File: src/rtl/sxc_pkg.sv
package sxc_pkg;
  typedef struct packed {
    logic multi;
    logic sel;
  } pin_route_t;

  function automatic logic route_to_b(pin_route_t r);
    return r.multi && r.sel;
  endfunction
endpackage

File: src/rtl/sxc_clkgen.sv
module sxc_clkgen #(
  parameter int DATA_W   = 8,
  parameter int HALF_DIV = 4
) (
  input  logic clk,
  input  logic rst,
  input  logic start,
  output logic busy,
  output logic sclk_q,
  output logic fall_p,
  output logic rise_p,
  output logic last_p
);
  localparam int CW    = (HALF_DIV > 2) ? $clog2(HALF_DIV) : 1;
  localparam int EDGES = 2 * DATA_W;
  localparam int ECW   = $clog2(EDGES);

  logic [CW-1:0]  div_cnt;
  logic [ECW-1:0] edge_cnt;
  logic           tick;

  assign tick   = busy && (div_cnt == CW'(HALF_DIV - 1));
  assign fall_p = tick && sclk_q;
  assign rise_p = tick && !sclk_q;
  assign last_p = rise_p && (edge_cnt == ECW'(EDGES - 1));

  always_ff @(posedge clk) begin
    if (rst) begin
      busy     <= 1'b0;
      sclk_q   <= 1'b1;
      div_cnt  <= '0;
      edge_cnt <= '0;
    end else if (!busy) begin
      if (start) begin
        busy     <= 1'b1;
        div_cnt  <= '0;
        edge_cnt <= '0;
      end
    end else if (tick) begin
      div_cnt  <= '0;
      sclk_q   <= ~sclk_q;
      edge_cnt <= edge_cnt + 1'b1;
      if (last_p) busy <= 1'b0;
    end else begin
      div_cnt <= div_cnt + 1'b1;
    end
  end

  AST_FRAME_ENDS_HIGH: assert property (@(posedge clk) disable iff (rst)
    $fell(busy) |-> sclk_q);
endmodule

File: src/rtl/sxc_tx.sv
module sxc_tx #(
  parameter int DATA_W = 8
) (
  input  logic              clk,
  input  logic              rst,
  input  logic              load,
  input  logic [DATA_W-1:0] load_data,
  input  logic              msb_first,
  input  logic              launch_rise,
  input  logic              fall_p,
  input  logic              rise_p,
  input  logic              last_p,
  output logic              sdo
);
  logic [DATA_W-1:0] reversed;
  logic [DATA_W-1:0] ordered;
  logic [DATA_W-1:0] sh;
  logic              rise_mode_q;
  logic              adv;

  for (genvar i = 0; i < DATA_W; i++) begin : g_rev
    assign reversed[i] = load_data[DATA_W-1-i];
  end

  assign ordered = msb_first ? reversed : load_data;
  assign adv     = rise_mode_q ? (rise_p && !last_p) : fall_p;

  always_ff @(posedge clk) begin
    if (rst) begin
      sh          <= '0;
      sdo         <= 1'b1;
      rise_mode_q <= 1'b0;
    end else if (load) begin
      rise_mode_q <= launch_rise;
      if (launch_rise) begin
        sdo <= ordered[0];
        sh  <= ordered >> 1;
      end else begin
        sh <= ordered;
      end
    end else if (adv) begin
      sdo <= sh[0];
      sh  <= sh >> 1;
    end
  end

  AST_SDO_QUIET: assert property (@(posedge clk) disable iff (rst)
    !(load || adv) |=> $stable(sdo));
endmodule

File: src/rtl/sxc_rx.sv
module sxc_rx #(
  parameter int DATA_W = 8
) (
  input  logic              clk,
  input  logic              rst,
  input  logic              start,
  input  logic              invert,
  input  logic              msb_first,
  input  logic              launch_rise,
  input  logic              fall_p,
  input  logic              rise_p,
  input  logic              sdi,
  input  logic              rd_en,
  output logic [DATA_W-1:0] rx_data,
  output logic              rx_done
);
  localparam int CNTW = (DATA_W > 2) ? $clog2(DATA_W) : 1;

  logic [DATA_W-1:0] sh;
  logic [DATA_W-1:0] assembled;
  logic [CNTW-1:0]   cnt;
  logic              inv_q, msb_q, rise_mode_q;
  logic              sample, final_bit;

  assign sample    = rise_mode_q ? fall_p : rise_p;
  assign final_bit = sample && (cnt == CNTW'(DATA_W - 1));
  assign assembled = msb_q ? {sh[DATA_W-2:0], sdi} : {sdi, sh[DATA_W-1:1]};

  always_ff @(posedge clk) begin
    if (rst) begin
      sh          <= '0;
      cnt         <= '0;
      inv_q       <= 1'b0;
      msb_q       <= 1'b0;
      rise_mode_q <= 1'b0;
    end else if (start) begin
      cnt         <= '0;
      inv_q       <= invert;
      msb_q       <= msb_first;
      rise_mode_q <= launch_rise;
    end else if (sample) begin
      sh  <= assembled;
      cnt <= final_bit ? '0 : cnt + 1'b1;
    end
  end

  always_ff @(posedge clk) begin
    if (rst) begin
      rx_data <= '0;
      rx_done <= 1'b0;
    end else if (final_bit) begin
      rx_data <= assembled ^ {DATA_W{inv_q}};
      rx_done <= 1'b1;
    end else if (rd_en) begin
      rx_done <= 1'b0;
    end
  end

  AST_DONE_AFTER_LAST: assert property (@(posedge clk) disable iff (rst)
    $rose(rx_done) |-> $past(final_bit));
  AST_READ_CLEARS: assert property (@(posedge clk) disable iff (rst)
    (rd_en && !final_bit) |=> !rx_done);
endmodule

File: src/rtl/sync_serial_xcvr.sv
module sync_serial_xcvr #(
  parameter int DATA_W   = 8,
  parameter int HALF_DIV = 4
) (
  input  logic              clk,
  input  logic              rst,
  input  logic              cfg_invert,
  input  logic              cfg_msb_first,
  input  logic              cfg_launch_rise,
  input  logic              cfg_multi_pin,
  input  logic              cfg_pin_sel,
  input  logic              wr_en,
  input  logic [DATA_W-1:0] wr_data,
  input  logic              rd_en,
  output logic [DATA_W-1:0] rd_data,
  output logic              tx_empty,
  output logic              rx_done,
  output logic              sclk_a,
  output logic              sclk_b,
  output logic              sdo,
  input  logic              sdi
);
  import sxc_pkg::*;

  logic [DATA_W-1:0] hold_data;
  logic              hold_valid;
  logic              busy, sclk_q, fall_p, rise_p, last_p;
  logic              start, sclk_nxt, route_b;
  pin_route_t        route_q;

  assign start    = hold_valid && !busy;
  assign sclk_nxt = sclk_q ^ (fall_p | rise_p);
  assign route_b  = route_to_b(route_q);
  assign tx_empty = !hold_valid;

  always_ff @(posedge clk) begin
    if (rst) begin
      hold_valid <= 1'b0;
      hold_data  <= '0;
    end else if (start) begin
      hold_valid <= 1'b0;
    end else if (wr_en && !hold_valid) begin
      hold_valid <= 1'b1;
      hold_data  <= wr_data;
    end
  end

  always_ff @(posedge clk) begin
    if (rst) begin
      route_q <= '0;
      sclk_a  <= 1'b1;
      sclk_b  <= 1'b1;
    end else begin
      if (start) route_q <= '{multi: cfg_multi_pin, sel: cfg_pin_sel};
      sclk_a <= route_b ? 1'b1 : sclk_nxt;
      sclk_b <= route_b ? sclk_nxt : 1'b1;
    end
  end

  sxc_clkgen #(.DATA_W(DATA_W), .HALF_DIV(HALF_DIV)) clkgen_i (
    .clk(clk), .rst(rst), .start(start), .busy(busy), .sclk_q(sclk_q),
    .fall_p(fall_p), .rise_p(rise_p), .last_p(last_p)
  );

  sxc_tx #(.DATA_W(DATA_W)) tx_i (
    .clk(clk), .rst(rst), .load(start),
    .load_data(hold_data ^ {DATA_W{cfg_invert}}),
    .msb_first(cfg_msb_first), .launch_rise(cfg_launch_rise),
    .fall_p(fall_p), .rise_p(rise_p), .last_p(last_p), .sdo(sdo)
  );

  sxc_rx #(.DATA_W(DATA_W)) rx_i (
    .clk(clk), .rst(rst), .start(start), .invert(cfg_invert),
    .msb_first(cfg_msb_first), .launch_rise(cfg_launch_rise),
    .fall_p(fall_p), .rise_p(rise_p), .sdi(sdi), .rd_en(rd_en),
    .rx_data(rd_data), .rx_done(rx_done)
  );

  AST_UNSEL_A_IDLE: assert property (@(posedge clk) disable iff (rst)
    route_b |=> sclk_a);
  AST_UNSEL_B_IDLE: assert property (@(posedge clk) disable iff (rst)
    !route_b |=> sclk_b);
  AST_HOLD_NO_OVERWRITE: assert property (@(posedge clk) disable iff (rst)
    (hold_valid && !start) |=> $stable(hold_data));
endmodule

File: config.mk
export PLATFORM = sky130hd
export DESIGN_NAME = sync_serial_xcvr
export DESIGN_NICKNAME = d
export VERILOG_FILES = /design/src/rtl/sxc_pkg.sv /design/src/rtl/sxc_clkgen.sv /design/src/rtl/sxc_tx.sv /design/src/rtl/sxc_rx.sv /design/src/rtl/sync_serial_xcvr.sv
export SDC_FILE = /design/constraint.sdc
export NUM_CORES = 1
export LEC_CHECK = 0
export BUFFER_PORTS_ARGS = -buffer_cell sky130_fd_sc_hd__buf_2
export CAP_MARGIN = 20
export CORE_ASPECT_RATIO = 1.1
export CORE_UTILIZATION = 50
export DETAILED_ROUTE_END_ITERATION = 10
export PLACE_DENSITY_LB_ADDON = 0.25
export SLEW_MARGIN = 0
export SYNTH_ARGS = -nofsm -noshare
export SYNTH_HDL_FRONTEND = slang
export SYNTH_SLANG_ARGS = --single-unit
export TNS_END_PERCENT = 50
File: constraint.sdc
create_clock -name clk -period 1.8 [get_ports clk]
set_input_delay 0.09 -clock clk [delete_from_list [all_inputs] [get_ports clk]]
set_output_delay 0.09 -clock clk [all_outputs]
set_load 0.05 [all_outputs]
* Word level (Yosys, flattened, before mapping) *
Cells that the tools add are included.

storage, ports and cells
  bits in registers = 53
  output and inout port bits = 13
  word-level logic and storage cells = 81

cells by class
  $add $sub $neg = 3
  eq/ne operators = 5
  muxes and demuxes = 23
  bitwise gates (word level) = 7
  reduce and logical (&&, ||, !) cells = 24

operators with widths
  operator                                       number
  two-way mux 8 bit                              5
  XOR 8 bit                                      2
  two-way mux 4 bit                              3
  two-way mux 1 bit                              11
  AND reduction 2 bit                            5
  logical AND 1 bit                              9
  two-way mux 2 bit                              3
  nonzero test 2 bit                             3
  OR reduction 2 bit                             3
  adder 4 x 1 -> 4 bit (second input constant)   1
  equality test 4 bit (second input constant)    1
  logical NOT 1 bit                              4
  inequality test 2 bit (second input constant)  2
  adder 3 x 1 -> 3 bit (second input constant)   1
  equality test 3 bit (second input constant)    1
  two-way mux 3 bit                              1
  NOT 1 bit                                      3
  adder 2 x 1 -> 2 bit (second input constant)   1
  equality test 2 bit (second input constant)    1
  OR 1 bit                                       1
  XOR 1 bit                                      1

* Logic depth before layout (Yosys ltp) *
  word-level depth = 9
  mapped depth = 9

* Cells and area by module *
A second synthesis with hierarchy kept.

second synthesis, totals
  cell total of the unflattened synthesis = 274
  area total of the unflattened synthesis = 2580.0 sq um

by module, submodules not included
  module            instances  cells each  area an instance (sq um)  sequential area each (sq um)
  sxc_rx            1          102         1048.5                    460.4
  sxc_tx            1          63          611.8                     200.2
  sync_serial_xcvr  1          65          538.0                     260.2
  sxc_clkgen        1          44          381.6                     160.2

* Worst setup path after synthesis *
No wires, ideal clock.

  path type = register to register
  start point = reg clkgen_i.div_cnt[0]
  end point = reg rx_i.rx_data[7]
  library setup time = 0.128 ns
  arrival time = 1.775 ns
  data required time = 1.672 ns
  setup slack = -0.103 ns
  cell stages (with the launch flop) = 10
  path through = dfxtp_1 ha_1 nand2_1 inv_1 ha_1 mux2i_4 nand2b_1 buf_6 mux2i_1 nor2_1

on the way
  longest elaborated chain between the ends = 5

RTL lines
  element                               RTL line                            text
  start, declared                       sxc_clkgen.sv:18                    logic [CW-1:0] div_cnt;
  start signal, assigned                sxc_clkgen.sv:45                    div_cnt <= div_cnt + 1'b1;
  equality test 2 bit *                 sxc_clkgen.sv:22                    assign tick = busy && (div_cnt == CW'(HALF_DIV - 1));
  logical AND 1 bit *                   sxc_clkgen.sv:22
  logical AND 1 bit (on tied branches)  sxc_clkgen.sv:24, sxc_clkgen.sv:23
  two-way mux 1 bit *                   sxc_rx.sv:25                        assign sample = rise_mode_q ? fall_p : rise_p;
  logical AND 1 bit *                   sxc_rx.sv:26                        assign final_bit = sample && (cnt == CNTW'(DATA_W - 1));
  end signal, assigned                  sxc_rx.sv:52                        rx_data <= assembled ^ {DATA_W{inv_q}};
  end, declared                         sxc_rx.sv:14                        output logic [DATA_W-1:0] rx_data,

Mark *: on every way between the ends. The rest lies on a longest branch, timed or not.
A chain may end at the register's enable or synchronous reset.

* Final worst setup path *
  start point = reg clkgen_i.div_cnt[0]
  end point = reg rx_i.rx_data[3]

Same word-level chain as after synthesis.

==> results by group <==
Setup path
  • Worst Setup End Kind: flip-flop
  • Crit Path Class: flip-flop to flip-flop
  • Data required, critical path: 1990 ps
  • Worst Setup Start Kind: flip-flop
  • CP arrival: about 1900 ps
  • R2R depth: 8
  • CP max FO: 7

Power and ir drop
  • Power density over cell area: 745 mW/mm^2
  • Peak supply drop: between 0.0004 and 0.0005 V
  • Static leakage: 1.18 nW
  • Pwr Total: 2.16 mW

Final layout
  • Layout area overhead: 14.0%
  • Share of cells above drive strength 1: 23.0%
  • Finished Core Util: 61.0%
  • Non-Filler Instances: 352
  • Ant. Diodes: 0
  • Nets@finish: 321

Timing
  • Slew margin rel.: 65.3%
  • Tcrit/Tclk final: 94.8%
  • RSZ-0062 raised after global routing: yes
  • Setup violations, final: 0
  • Slew Viols, Final: 0
  • Clk_skew: 10.2 ps
  • Final setup TNS: 0 ps
  • Shortest period the worst path allows: ~1700 ps
  • Slew @ Worst Pin: 520 ps
  • Hold_ws: 5.48 ps
  • Fin. Hold Viols: 0
  • Fmax: 586 MHz

Floorplan
  • Total die area: 0.00537 mm^2
  • Die H: 76.8 um
  • I/O pin total: 31
  • Initial cell density of the core: between 50% and 60%
  • Die Wd: around 70 um
  • CORE AREA: 0.00475 mm^2
  • FP Rows: 26

Global route
  • First-pass GRT wire length: between 8 and 9 mm
  • All-Layer GR Usage: 18.6%
  • Initial antenna violation count: 0
  • Vias in the first global route: 1822
  • Grt ovf: 0
  • Largest net degree at the start of global routing: 29

Placement
  • Final GP Congestion: 0.728
  • Post-DP HPWL: between 3 and 4 mm
  • Cells after DPL: 343
  • IO buf count: 30

CTS
  • H-tree lvl count: 2
  • Clock buffer depth: 2
  • CTS tree: done
  • Post-CTS resize count: 0
  • Clock slew at reported path FFs: 100 ps
  • TritonCTS Sinks: 53
  • Worst skew pair latency: roughly 310 ps
  • CTS buffer count: 5
  • Post-CTS Hold Buffers: 0
  • Root buf cell: clkbuf_8
  • # Post-CTS Setup Buffers: 0

Synthesis
  • Leading area contributor after synthesis: dfxtp_1
  • Cells after synthesis: about 270
  • Synth Warn #: 0
  • #FFs+latches synth: 53
  • Distinct cells, synth: 34
  • Number of enable flip-flop cells after synthesis: 0
  • Largest cells by area after synthesis: dfxtp_1 42%, mux2i_1 14%, mux4_2 5.3%
  • Ys async rst share: 0%
  • Commonest cells post-synth: 53 x dfxtp_1, 35 x mux2i_1, 34 x nand2_1
  • Share of the synthesized area in the top cell type: 41.8%
  • Seq/Total Area, Yosys: 41.8%
  • Count leader, synth: dfxtp_1
  • Mean area per synthesized cell: roughly 9.6 um^2
  • Syn Std Cell Area: around 0.0025 mm^2
  • Syn Nets: 291
  • Prevailing post-synth register cell: dfxtp_1

Detailed routing
  • Routed wire length: 4.60 mm
  • Pre-Repair DR Iteration Count: 4
  • Via/cell ratio: 5.39
  • DRT antenna net count: 0
  • DR iter-0 viols: 77
  • Post-DR wirelength/cell: around 13 um
  • Vias: 1899
  • Residual DRC: 0

Outcome
  • Run status: finished, final reports clean

Min path
  • Worst min-delay path category: input port to flip-flop
  • WHS Path Cells: 3

Flow run
  • Max-cap violations: 0
## through the flow
stage               area, um^2  worst slack, ps
finish                    2900             93.7
global route              2900            -1.12
CTS                       2860             13.0
floorplan                 2560             1.75
global placement          2770             60.0
detailed placement        2770             29.3
## cells in the final DEF (no fill, tap or decap), types with 2 or more instances in the layout
master | Yosys | layout
xnor2_1 | 10 | 10
ha_2 | 0 | 2
dfxtp_2 | 0 | 2
nand3_1 | 3 | 3
a211oi_2 | 2 | 2
buf_2 | 6 | 30
nor2_1 | 28 | 28
nand2b_1 | 6 | 5
buf_4 | 0 | 7
mux4_2 | 6 | 6
nand4_1 | 2 | 2
inv_1 | 4 | 3
clkbuf_8 | 0 | 5
o21ai_0 | 9 | 9
ha_1 | 8 | 5
a211oi_1 | 6 | 6
nand2_1 | 34 | 33
mux2i_1 | 35 | 35
dfxtp_1 | 53 | 51
a21oi_1 | 23 | 23
nor2b_1 | 3 | 3
xor2_1 | 2 | 2
## path summary, 6_finish.rpt
check | startpoint | to | slack [ps]
setup reg to reg | clkgen_i.div_cnt[0]$_SDFFE_PP0P_ | rx_i.rx_data[3]$_SDFFE_PP0P_ | 90
setup / recovery | clkgen_i.div_cnt[0]$_SDFFE_PP0P_ | rx_i.rx_data[3]$_SDFFE_PP0P_ | 90
hold / removal | wr_data[1] | hold_data[1]$_SDFFE_PP0P_ | 5
hold reg to reg | route_q[0]$_SDFFE_PP0P_ | sclk_b$_SDFF_PP1_ | 420
## worst max-delay path, cell delays in order, from the launching register on
cell,delay (ps)
dfxtp_2,350
ha_4,170
nand2_4,80
inv_4,50
ha_2,170
mux2i_4,260
nand2b_2,270
mux2i_1,200
nor2_1,50
## state kept, by name, summed over array words and instances (netlist names), 2 cells and up
signal             count
rx_i.rx_data           8
route_q                2
hold_data              8
clkgen_i.edge_cnt      4
rx_i.cnt               3
rx_i.sh                8
tx_i.sh                8
clkgen_i.div_cnt       2
## power by group
group	leakage, nW	total [mW]	switching, mW	internal [mW]
Sequential	0.431	1.25	0.0378	1.21
Combinational	0.701	0.229	0.121	0.108
Clock	0.0445	0.681	0.404	0.277
Total	1.18	2.16	0.564	1.59
## layout make-up
| type | count | area (um^2) |
|---|---|---|
| Fill cell | 442 | 1850 |
| Inverter | 4 | 17.5 |
| Clock buffer | 5 | 68.8 |
| Tap cell | 56 | 70.1 |
| Timing Repair Buffer | 38 | 223 |
| Sequential cell | 53 | 1060 |
| Multi-Input combinational cell | 193 | 1430 |
| Clock inverter | 3 | 21.3 |
## logic make-up after synthesis
| group | synth area share [%] |
|---|---|
| XOR/XNOR | 4.14 |
| buffers and inverters | 3.84 |
| AO/OA/AOI/OAI | 10.8 |
| flip-flops | 41.8 |
| adder cells (fa/ha/maj) | 3.94 |
| multiplexers | 20.4 |
| AND/OR/NAND/NOR | 15.0 |
## routing by layer
layer | up-vias | share of wire, % | global-route usage [%]
li1 | 981 | - | -
met1 | 888 | 48 | 23.8
met2 | 25 | 47 | 31.0
met3 | 5 | 2.8 | 3.94
met4 | 0 | 1.3 | 6.60
met5 | - | 0 | 0
No activity file was read; power rests on OpenSTA's default activity.
